==> src/rtl/pgacc_pkg.sv <==
package pgacc_pkg;
  localparam int ADDR_W = 5;
  localparam int IDX_W  = ADDR_W - 1;
  localparam int DATA_W = 8;
  localparam int MASK_W = 32;

  typedef struct packed {
    logic              win;   // address bit 4: page window access
    logic [IDX_W-1:0]  idx;
    logic [DATA_W-1:0] data;
  } bus_cap_t;

  function automatic logic page_in_range(input logic [DATA_W-1:0] p,
                                         input logic [DATA_W-1:0] lo,
                                         input logic [DATA_W-1:0] hi);
    return (p >= lo) && (p <= hi);
  endfunction

  function automatic logic page_read_only(input logic [DATA_W-1:0] p,
                                          input logic [MASK_W-1:0] mask);
    logic ro;
    ro = 1'b0;
    for (int k = 0; k < MASK_W; k++)
      if (p == DATA_W'(k)) ro = mask[k];
    return ro;
  endfunction

  function automatic logic [DATA_W-1:0] read_select(input logic win,
                                                    input logic in_range,
                                                    input logic [DATA_W-1:0] page,
                                                    input logic [DATA_W-1:0] arr);
    if (!win)     return page;
    if (in_range) return arr;
    return '0;
  endfunction
endpackage

==> src/rtl/pgacc_strobe.sv <==
module pgacc_strobe #(
  parameter int SYNC_STAGES = 2
) (
  input  logic clk,
  input  logic rst_n,
  input  logic mode_intel,
  input  logic cs_n,
  input  logic rd_n,
  input  logic wr_n,
  input  logic ds_n,
  input  logic rw,
  output logic rd_raw,
  output logic wr_sync,
  output logic rd_sync,
  output logic wr_fall
);
  logic wr_raw;
  logic [SYNC_STAGES-1:0] wr_pipe, rd_pipe;
  logic wr_prev;

  always_comb begin
    if (mode_intel) begin
      wr_raw = !cs_n && !wr_n;
      rd_raw = !cs_n && !rd_n && wr_n;
    end else begin
      wr_raw = !cs_n && !ds_n && !rw;
      rd_raw = !cs_n && !ds_n && rw;
    end
  end

  generate
    if (SYNC_STAGES == 1) begin : g_one
      always_ff @(posedge clk or negedge rst_n)
        if (!rst_n) begin
          wr_pipe <= '0;
          rd_pipe <= '0;
        end else begin
          wr_pipe <= wr_raw;
          rd_pipe <= rd_raw;
        end
    end else begin : g_many
      always_ff @(posedge clk or negedge rst_n)
        if (!rst_n) begin
          wr_pipe <= '0;
          rd_pipe <= '0;
        end else begin
          wr_pipe <= {wr_pipe[SYNC_STAGES-2:0], wr_raw};
          rd_pipe <= {rd_pipe[SYNC_STAGES-2:0], rd_raw};
        end
    end
  endgenerate

  always_ff @(posedge clk or negedge rst_n)
    if (!rst_n) wr_prev <= 1'b0;
    else        wr_prev <= wr_sync;

  assign wr_sync = wr_pipe[SYNC_STAGES-1];
  assign rd_sync = rd_pipe[SYNC_STAGES-1];
  assign wr_fall = wr_prev && !wr_sync;
endmodule

==> src/rtl/pgacc_capture.sv <==
module pgacc_capture
  import pgacc_pkg::*;
(
  input  logic              clk,
  input  logic              rst_n,
  input  logic              en,
  input  logic [ADDR_W-1:0] addr,
  input  logic [DATA_W-1:0] din,
  output bus_cap_t          cap
);
  always_ff @(posedge clk or negedge rst_n)
    if (!rst_n) cap <= '0;
    else if (en) begin
      cap.win  <= addr[ADDR_W-1];
      cap.idx  <= addr[IDX_W-1:0];
      cap.data <= din;
    end
endmodule

==> src/rtl/pgacc_page.sv <==
module pgacc_page
  import pgacc_pkg::*;
#(
  parameter logic [DATA_W-1:0] RESET_PAGE = 8'h01
) (
  input  logic              clk,
  input  logic              rst_n,
  input  logic              load,
  input  logic [DATA_W-1:0] value,
  output logic [DATA_W-1:0] page_q
);
  always_ff @(posedge clk or negedge rst_n)
    if (!rst_n)    page_q <= RESET_PAGE;
    else if (load) page_q <= value;
endmodule

==> src/rtl/pgacc_top.sv <==
module pgacc_top
  import pgacc_pkg::*;
#(
  parameter int                PAGE_FIRST  = 1,
  parameter int                PAGE_LAST   = 18,
  parameter logic [DATA_W-1:0] RESET_PAGE  = 8'h01,
  parameter logic [MASK_W-1:0] RO_MASK     = 32'h0000_C854,
  parameter int                SYNC_STAGES = 2
) (
  input  logic              clk,
  input  logic              rst_n,
  input  logic              mode_intel,
  input  logic              cs_n,
  input  logic              rd_n,
  input  logic              wr_n,
  input  logic              ds_n,
  input  logic              rw,
  input  logic [ADDR_W-1:0] addr,
  input  logic [DATA_W-1:0] din,
  output logic [DATA_W-1:0] dout,
  output logic              dout_oe,
  output logic [DATA_W-1:0] rf_page,
  output logic [IDX_W-1:0]  rf_index,
  output logic [DATA_W-1:0] rf_wdata,
  output logic              rf_we,
  input  logic [DATA_W-1:0] rf_rdata
);
  localparam logic [DATA_W-1:0] LO = DATA_W'(PAGE_FIRST);
  localparam logic [DATA_W-1:0] HI = DATA_W'(PAGE_LAST);

  logic     rd_raw, wr_sync, rd_sync, wr_fall;
  bus_cap_t cap;
  logic [DATA_W-1:0] page_q, rdata_q;
  logic     page_ok, page_ro, page_load, win_write;

  pgacc_strobe #(.SYNC_STAGES(SYNC_STAGES)) u_strobe (
    .clk(clk), .rst_n(rst_n), .mode_intel(mode_intel), .cs_n(cs_n),
    .rd_n(rd_n), .wr_n(wr_n), .ds_n(ds_n), .rw(rw),
    .rd_raw(rd_raw), .wr_sync(wr_sync), .rd_sync(rd_sync), .wr_fall(wr_fall)
  );

  pgacc_capture u_capture (
    .clk(clk), .rst_n(rst_n), .en(wr_sync || rd_sync),
    .addr(addr), .din(din), .cap(cap)
  );

  assign page_load = wr_fall && !cap.win;

  pgacc_page #(.RESET_PAGE(RESET_PAGE)) u_page (
    .clk(clk), .rst_n(rst_n), .load(page_load), .value(cap.data), .page_q(page_q)
  );

  assign page_ok   = page_in_range(page_q, LO, HI);
  assign page_ro   = page_read_only(page_q, RO_MASK);
  assign win_write = wr_fall && cap.win;

  assign rf_page  = page_q;
  assign rf_index = cap.idx;
  assign rf_wdata = cap.data;
  assign rf_we    = win_write && page_ok && !page_ro;

  always_ff @(posedge clk or negedge rst_n)
    if (!rst_n)       rdata_q <= '0;
    else if (rd_sync) rdata_q <= read_select(cap.win, page_ok, page_q, rf_rdata);

  assign dout    = rdata_q;
  assign dout_oe = rd_raw;
endmodule

==> config.mk <==
export PLATFORM = sky130hd
export DESIGN_NAME = pgacc_top
export DESIGN_NICKNAME = d
export VERILOG_FILES = /design/src/rtl/pgacc_pkg.sv /design/src/rtl/pgacc_strobe.sv /design/src/rtl/pgacc_capture.sv /design/src/rtl/pgacc_page.sv /design/src/rtl/pgacc_top.sv
export SDC_FILE = /design/constraint.sdc
export NUM_CORES = 1
export LEC_CHECK = 0
export BUFFER_PORTS_ARGS = -buffer_cell sky130_fd_sc_hd__buf_4
export CORE_ASPECT_RATIO = 1.2
export CORE_MARGIN = 2
export CORE_UTILIZATION = 35
export DETAILED_ROUTE_END_ITERATION = 10
export PLACE_DENSITY = 0.66
export SETUP_SLACK_MARGIN = 0.3
export SYNTH_ARGS = -nofsm -noshare
export SYNTH_HDL_FRONTEND = slang
export SYNTH_SLANG_ARGS = --single-unit
==> constraint.sdc <==
create_clock -name clk -period 1.6 [get_ports clk]
set_input_delay 0.08 -clock clk [delete_from_list [all_inputs] [get_ports clk]]
set_output_delay 0.08 -clock clk [all_outputs]
set_load 0.01 [all_outputs]
# --- Word-level counts from Yosys, hierarchy flattened ---
# Index checks and enable logic that the tools add are counted.
totals:
  ff_bits: 34
  output_inout_bits: 30
classes:
  order_cmp: 2
  eq_ne: 30
  muxes: 41
  n_reduce_logical: 21
ops:
  columns: ["op", "n"]
  rows:
  - ["8-bit by 5-bit == test with 1-bit output (second input constant)", 16]
  - ["8-bit by 4-bit == test with 1-bit output (second input constant)", 8]
  - ["1-bit two-way mux", 37]
  - ["8-bit by 3-bit == test with 1-bit output (second input constant)", 4]
  - ["8-bit two-way mux", 4]
  - ["8-bit by 2-bit == test with 1-bit output (second input constant)", 2]
  - ["1-bit logical AND", 12]
  - ["8-bit by 1-bit greater-or-equal comparator with 1-bit output (second input constant)", 1]
  - ["8-bit by 5-bit <= comparator with 1-bit output (second input constant)", 1]
  - ["1-bit logical NOT", 8]
  - ["1-bit logical OR", 1]

# --- Logic depth before layout (Yosys ltp) ---
depth:
  ltp_word: 33
  depth_mapped: 5

# --- Cells and area by module ---
# Synthesis repeated with hierarchy kept, for this count alone.
unflattened:
  hier_cells: 109
  area_unflattened_um2: 1555.2
by_module_without_submodules:
  columns: ["mod", "instances", "cells_per_inst", "area_each_um2"]
  rows:
  - ["pgacc_top", 1, 53, 530.5]
  - ["pgacc_capture", 1, 27, 520.5]
  - ["pgacc_page", 1, 17, 332.8]
  - ["pgacc_strobe", 1, 12, 171.4]

# --- Least setup slack after synthesis ---
# OpenSTA, ideal clock, no wires.
synth_path:
  path_type: "register to register"
  from: "register u_page.page_q[4]"
  to: "register rdata_q[0], in the netlist dout[0]"
  setup_time_ps: 121
  arrival_time_ps: 1496
  required_time_ps: 1479
  slack_ps: -17
  stages_incl_launch_ff: 5
  path_buffers: 1
  synth_period_minus_slack_ps: 1617
  cell_sequence: "dfrtp_1 > or4_1 > o21a_1 > buf_6 > a41o_1"
synth_between:
  elab_chain_cells: 7
  word_cells_on_any_way: 9
synth_rtl:
  columns: ["element", "line", "text"]
  rows:
  - ["start, declared", "pgacc_page.sv:10", "output logic [DATA_W-1:0] page_q"]
  - ["start signal, assigned", "pgacc_page.sv:14", "else if (load) page_q <= value;"]
  - ["8-bit by 1-bit greater-or-equal comparator with 1-bit output or 8-bit by 5-bit <= comparator with 1-bit output (tied branches)", "pgacc_pkg.sv:16", "return (p >= lo) && (p <= hi);"]
  - ["1-bit logical AND *", "pgacc_pkg.sv:16", null]
  - ["1-bit two-way mux (2 in a row)", "pgacc_pkg.sv:33", "if (in_range) return arr;"]
  - ["1-bit two-way mux", "pgacc_top.sv:64", "else if (rd_sync) rdata_q <= read_select(cap.win, page_ok, page_q, rf_rdata);"]
  - ["8-bit two-way mux *", "pgacc_pkg.sv:34", "return '0;"]
  - ["8-bit two-way mux *", "pgacc_pkg.sv:33", null]
  - ["end signal, assigned", "pgacc_top.sv:64", null]
  - ["end, declared", "pgacc_top.sv:33", "logic [DATA_W-1:0] page_q, rdata_q;"]
# Mark *: on every way between the ends. The rest lies on a longest branch, timed or not. The select of a mux whose other input is x is not followed.
# A chain may end at the register's enable or synchronous reset.

# --- Worst setup path after layout ---
layout_path:
  from: "register u_page.page_q[5]"
  to: "output port rf_we"
layout_between:
  elab_chain_cells: 33
  word_cells_on_any_way: 66
layout_rtl:
  columns: ["element", "line", "text"]
  rows:
  - ["8-bit by 2-bit == test with 1-bit output", "pgacc_pkg.sv:24", "if (p == DATA_W'(k)) ro = mask[k];"]
  - ["1-bit two-way mux (30 in a row)", "pgacc_pkg.sv:24", null]
  - ["1-bit logical NOT", "pgacc_top.sv:60", "assign rf_we = win_write && page_ok && !page_ro;"]
  - ["1-bit logical AND *", "pgacc_top.sv:60", null]
  - ["end, declared", "pgacc_top.sv:25", "output logic rf_we,"]
# Mark *: on every way between the ends. The rest lies on a longest branch, timed or not.

==> results by group <==
Worst setup path
  • CP arrival: 1.70 ns
  • Crit end category: output pin
  • CP cell instances: or4b_4 -> a31oi_4 -> o2111a_1 -> buf_4
  • Reg2reg end: dout[1]
  • FF-to-FF path depth: 7
  • Reg-to-reg startpoint: u_page.page_q[5]
  • Crit-path max FO: 2
  • Crit Path Category: reg2out
  • Worst R2R Setup Slack: -0.16 ns
  • Peak per-stage delay on the critical path: 0.55 ns
  • Crit path required time: 1.52 ns
  • Startpoint Class: flip-flop
  • CP max-delay cell: or4b_4

Drt
  • Drt drc: 0
  • DRT iter0 DRCs: 62
  • Drt wl/cell: 14.5 um
  • Final wirelength: 3670 um
  • Via count: 1197
  • Iteration count of the initial detailed-routing pass: 4
  • Routed Antenna Nets: 0
  • Vias per cell: 4.73

Final layout
  • Area delta synth->final: 47.0%
  • Nets: 225
  • Post-route cell area: 2300 um^2
  • Layout cells sized above 1: 0.594
  • N_diodes: 0
  • Fill cell count: 381

Global routing
  • Global-route wire length before repair: 6000 um
  • Initial antenna violation count: 0
  • Pin count of the biggest net entering global routing: 35
  • Vias in the first global route: 1259
  • Overflow left after global routing: 0
  • Total track usage: 0.158

Clocking
  • CTS tree: yes
  • CTS H-Tree Depth: 2
  • Clock Latency Late Sink: 0.28 ns
  • Root Driver: clkbuf_8
  • Clock Sink Count: 34
  • Clk buf depth: 2
  • Clock-pin transition on the worst setup and hold timing paths: 0.07 ns
  • Num CTS Buffers: 5

STA
  • Fmax: 0.563 GHz
  • Final Cycle Share: 1.11
  • Final Skew: 0.00511 ns
  • Worst hold slack: 0.0275 ns
  • Setup violators final: 9
  • Setup TNS: -1.16 ns
  • Final hold viol count: 0
  • Clock period minus worst slack: 1.78 ns
  • Max-slew headroom: 0.720
  • Setup WS post-layout: -0.177 ns
  • Worst-Margin Slew: 0.420 ns
  • RSZ-0062 raised after global routing: yes
  • Pins over their slew limit: 0

Min path
  • Worst Hold Path EP: u_capture.cap[6]
  • Worst Hold Class: in2reg
  • Hold path start: din[6]
  • Hold path cells: 2

Synth
  • Distinct cells, synth: 25
  • Synth top area share: 0.528
  • Flop and latch count out of synthesis: 34
  • Cell Area, Synth: 1560 um^2
  • Synthesized area per cell: 12.2 um^2
  • Sequential area share after synthesis: 0.545
  • Ys Warns: 0
  • Synth Net Count: 157
  • Synth top area cells: dfrtp_1, mux2_2, buf_4
  • Biggest area consumer among synthesized cells: dfrtp_1
  • Cell count after synthesis: 128

Placed design
  • Pre-CTS setup slack: 0.0106 ns
  • Input/output buffers: 58
  • Final GP Congestion: 0.719
  • Placed instance area: 2050 um^2
  • DP Wirelength: 2710 um

Run
  • Max cap viols: 0

Floorplan
  • Core ar.: 4260 um^2
  • Die area: 5020 um^2
  • FP Rows: 26
  • # IOs: 59
  • Initial Util: 0.367
  • Die width: 65 um
  • Die span in y: 77.2 um

Pwr
  • Power Density: 1600 nW/um^2
  • Final Power: 3670 uW
  • Max VDD drop: 0.000723 V
  • Leakage: 0.00112 uW

Status
  • Status: complete, but fails checks
  • Failing checks: setup timing
report_power, final:
group | leakage [uW] | total [uW] | internal [uW] | switching (uW)
clock network | 0.0000575 | 731 | 434 | 297
logic | 0.000663 | 1640 | 957 | 686
registers | 0.000403 | 1290 | 1120 | 175
layout by cell type, fill, tap and decap left out, drive strengths merged:
| cell type | netlist | layout |
|---|---|---|
| buf | 14 | 78 |
| dfrtp | 33 | 33 |
| mux2 | 21 | 21 |
| nor2 | 11 | 11 |
| a21oi | 10 | 10 |
| nand2b | 8 | 8 |
| a41o | 8 | 8 |
| clkbuf | 5 | 8 |
| nand2 | 2 | 2 |
| inv | 2 | 2 |
| dlygate4sd3 | 0 | 2 |
| nor2b | 2 | 2 |
| or2 | 1 | 1 |
| a21o | 1 | 1 |
| or4 | 1 | 1 |
| o21ai | 1 | 1 |
| o21a | 1 | 1 |
| or4b | 1 | 1 |
| a31oi | 1 | 1 |
| o2111a | 1 | 1 |
| nor3 | 1 | 1 |
| o32a | 1 | 1 |
| or2b | 1 | 1 |
| dfstp | 1 | 1 |
cell usage after synthesis:
cell       n
a21oi_1   10
a41o_1     8
a31oi_4    1
nor3_1     1
mux2_2    21
o21ai_0    1
clkbuf_1   5
a21o_2     1
or4_1      1
or2b_1     1
buf_4     12
dfstp_2    1
buf_2      1
or4b_1     1
inv_1      2
o21a_1     1
nand2_1    2
o2111a_1   1
dfrtp_1   33
buf_6      1
nor2b_1    2
nor2_1    11
nand2b_1   8
or2_2      1
o32a_1     1
worst max-delay path by stage:
stage,start,endpoint,slack [ns],cells after the start
after floorplan,u_page.page_q[2],dout[0],0.05,4
after global placement,u_page.page_q[4],rf_we,0.02,4
after detailed placement,u_page.page_q[4],rf_we,0.01,4
after CTS,u_page.page_q[7],rf_we,-0.17,4
after global routing,u_page.page_q[5],rf_we,-0.25,4
final,u_page.page_q[5],rf_we,-0.18,4
sequential cells by signal, summed over array words and instances (netlist names):
| signal | cells |
|---|---|
| u_capture.cap | 13 |
| dout | 8 |
| u_page.page_q | 8 |
| u_strobe.rd_pipe | 2 |
| u_strobe.wr_pipe | 2 |
| u_strobe.wr_prev | 1 |
per-stage QoR:
step,utilization,instances
global route,0.539,253
global placement,0.481,236
floorplan,-,128
finish,0.539,253
CTS,0.534,251
detailed placement,0.481,236
metal layers:
metal | global-route usage | share of wire | vias up
met5 | 0 | 0 | -
met4 | 0.0766 | 0.020 | 0
met3 | 0.0220 | 0.046 | 5
met2 | 0.280 | 0.55 | 40
met1 | 0.182 | 0.39 | 576
li1 | - | - | 576
critical path: cells and delay by family, from the launching register on:
kind | cells | cell delay, ns
compound gates | 2 | 0.36
buf+inv | 1 | 0.11
flops | 1 | 0.39
simple gates | 1 | 0.55
cell families (layout without fill, tap and decap cells):
group	after synthesis	in the layout	synth area share
flops	34	34	0.545
buf+inv	21	90	0.0849
simple gates	28	28	0.0945
mux	21	21	0.151
compound gates	24	24	0.124
layout make-up:
class | count | area, um^2 | share of cell area
Inverter | 2 | 7.51 | 0.00327
Clock buffer | 8 | 110 | 0.0479
Multi-Input combinational cell | 73 | 628 | 0.273
Timing Repair Buffer | 80 | 628 | 0.273
Tap cell | 56 | 70.1 | 0.0305
Sequential cell | 34 | 853 | 0.371
what timing repair did:
action,4_1_cts,5_1_grt
pin swaps,2,2
hold buffers,2,0
cloned,0,0
setup endpoints to repair,17,18
setup buffers,5,2
resized for setup,16,2
endpoints found under the hold margin,35,0
Note: power is estimated with default switching activity, not from simulation.
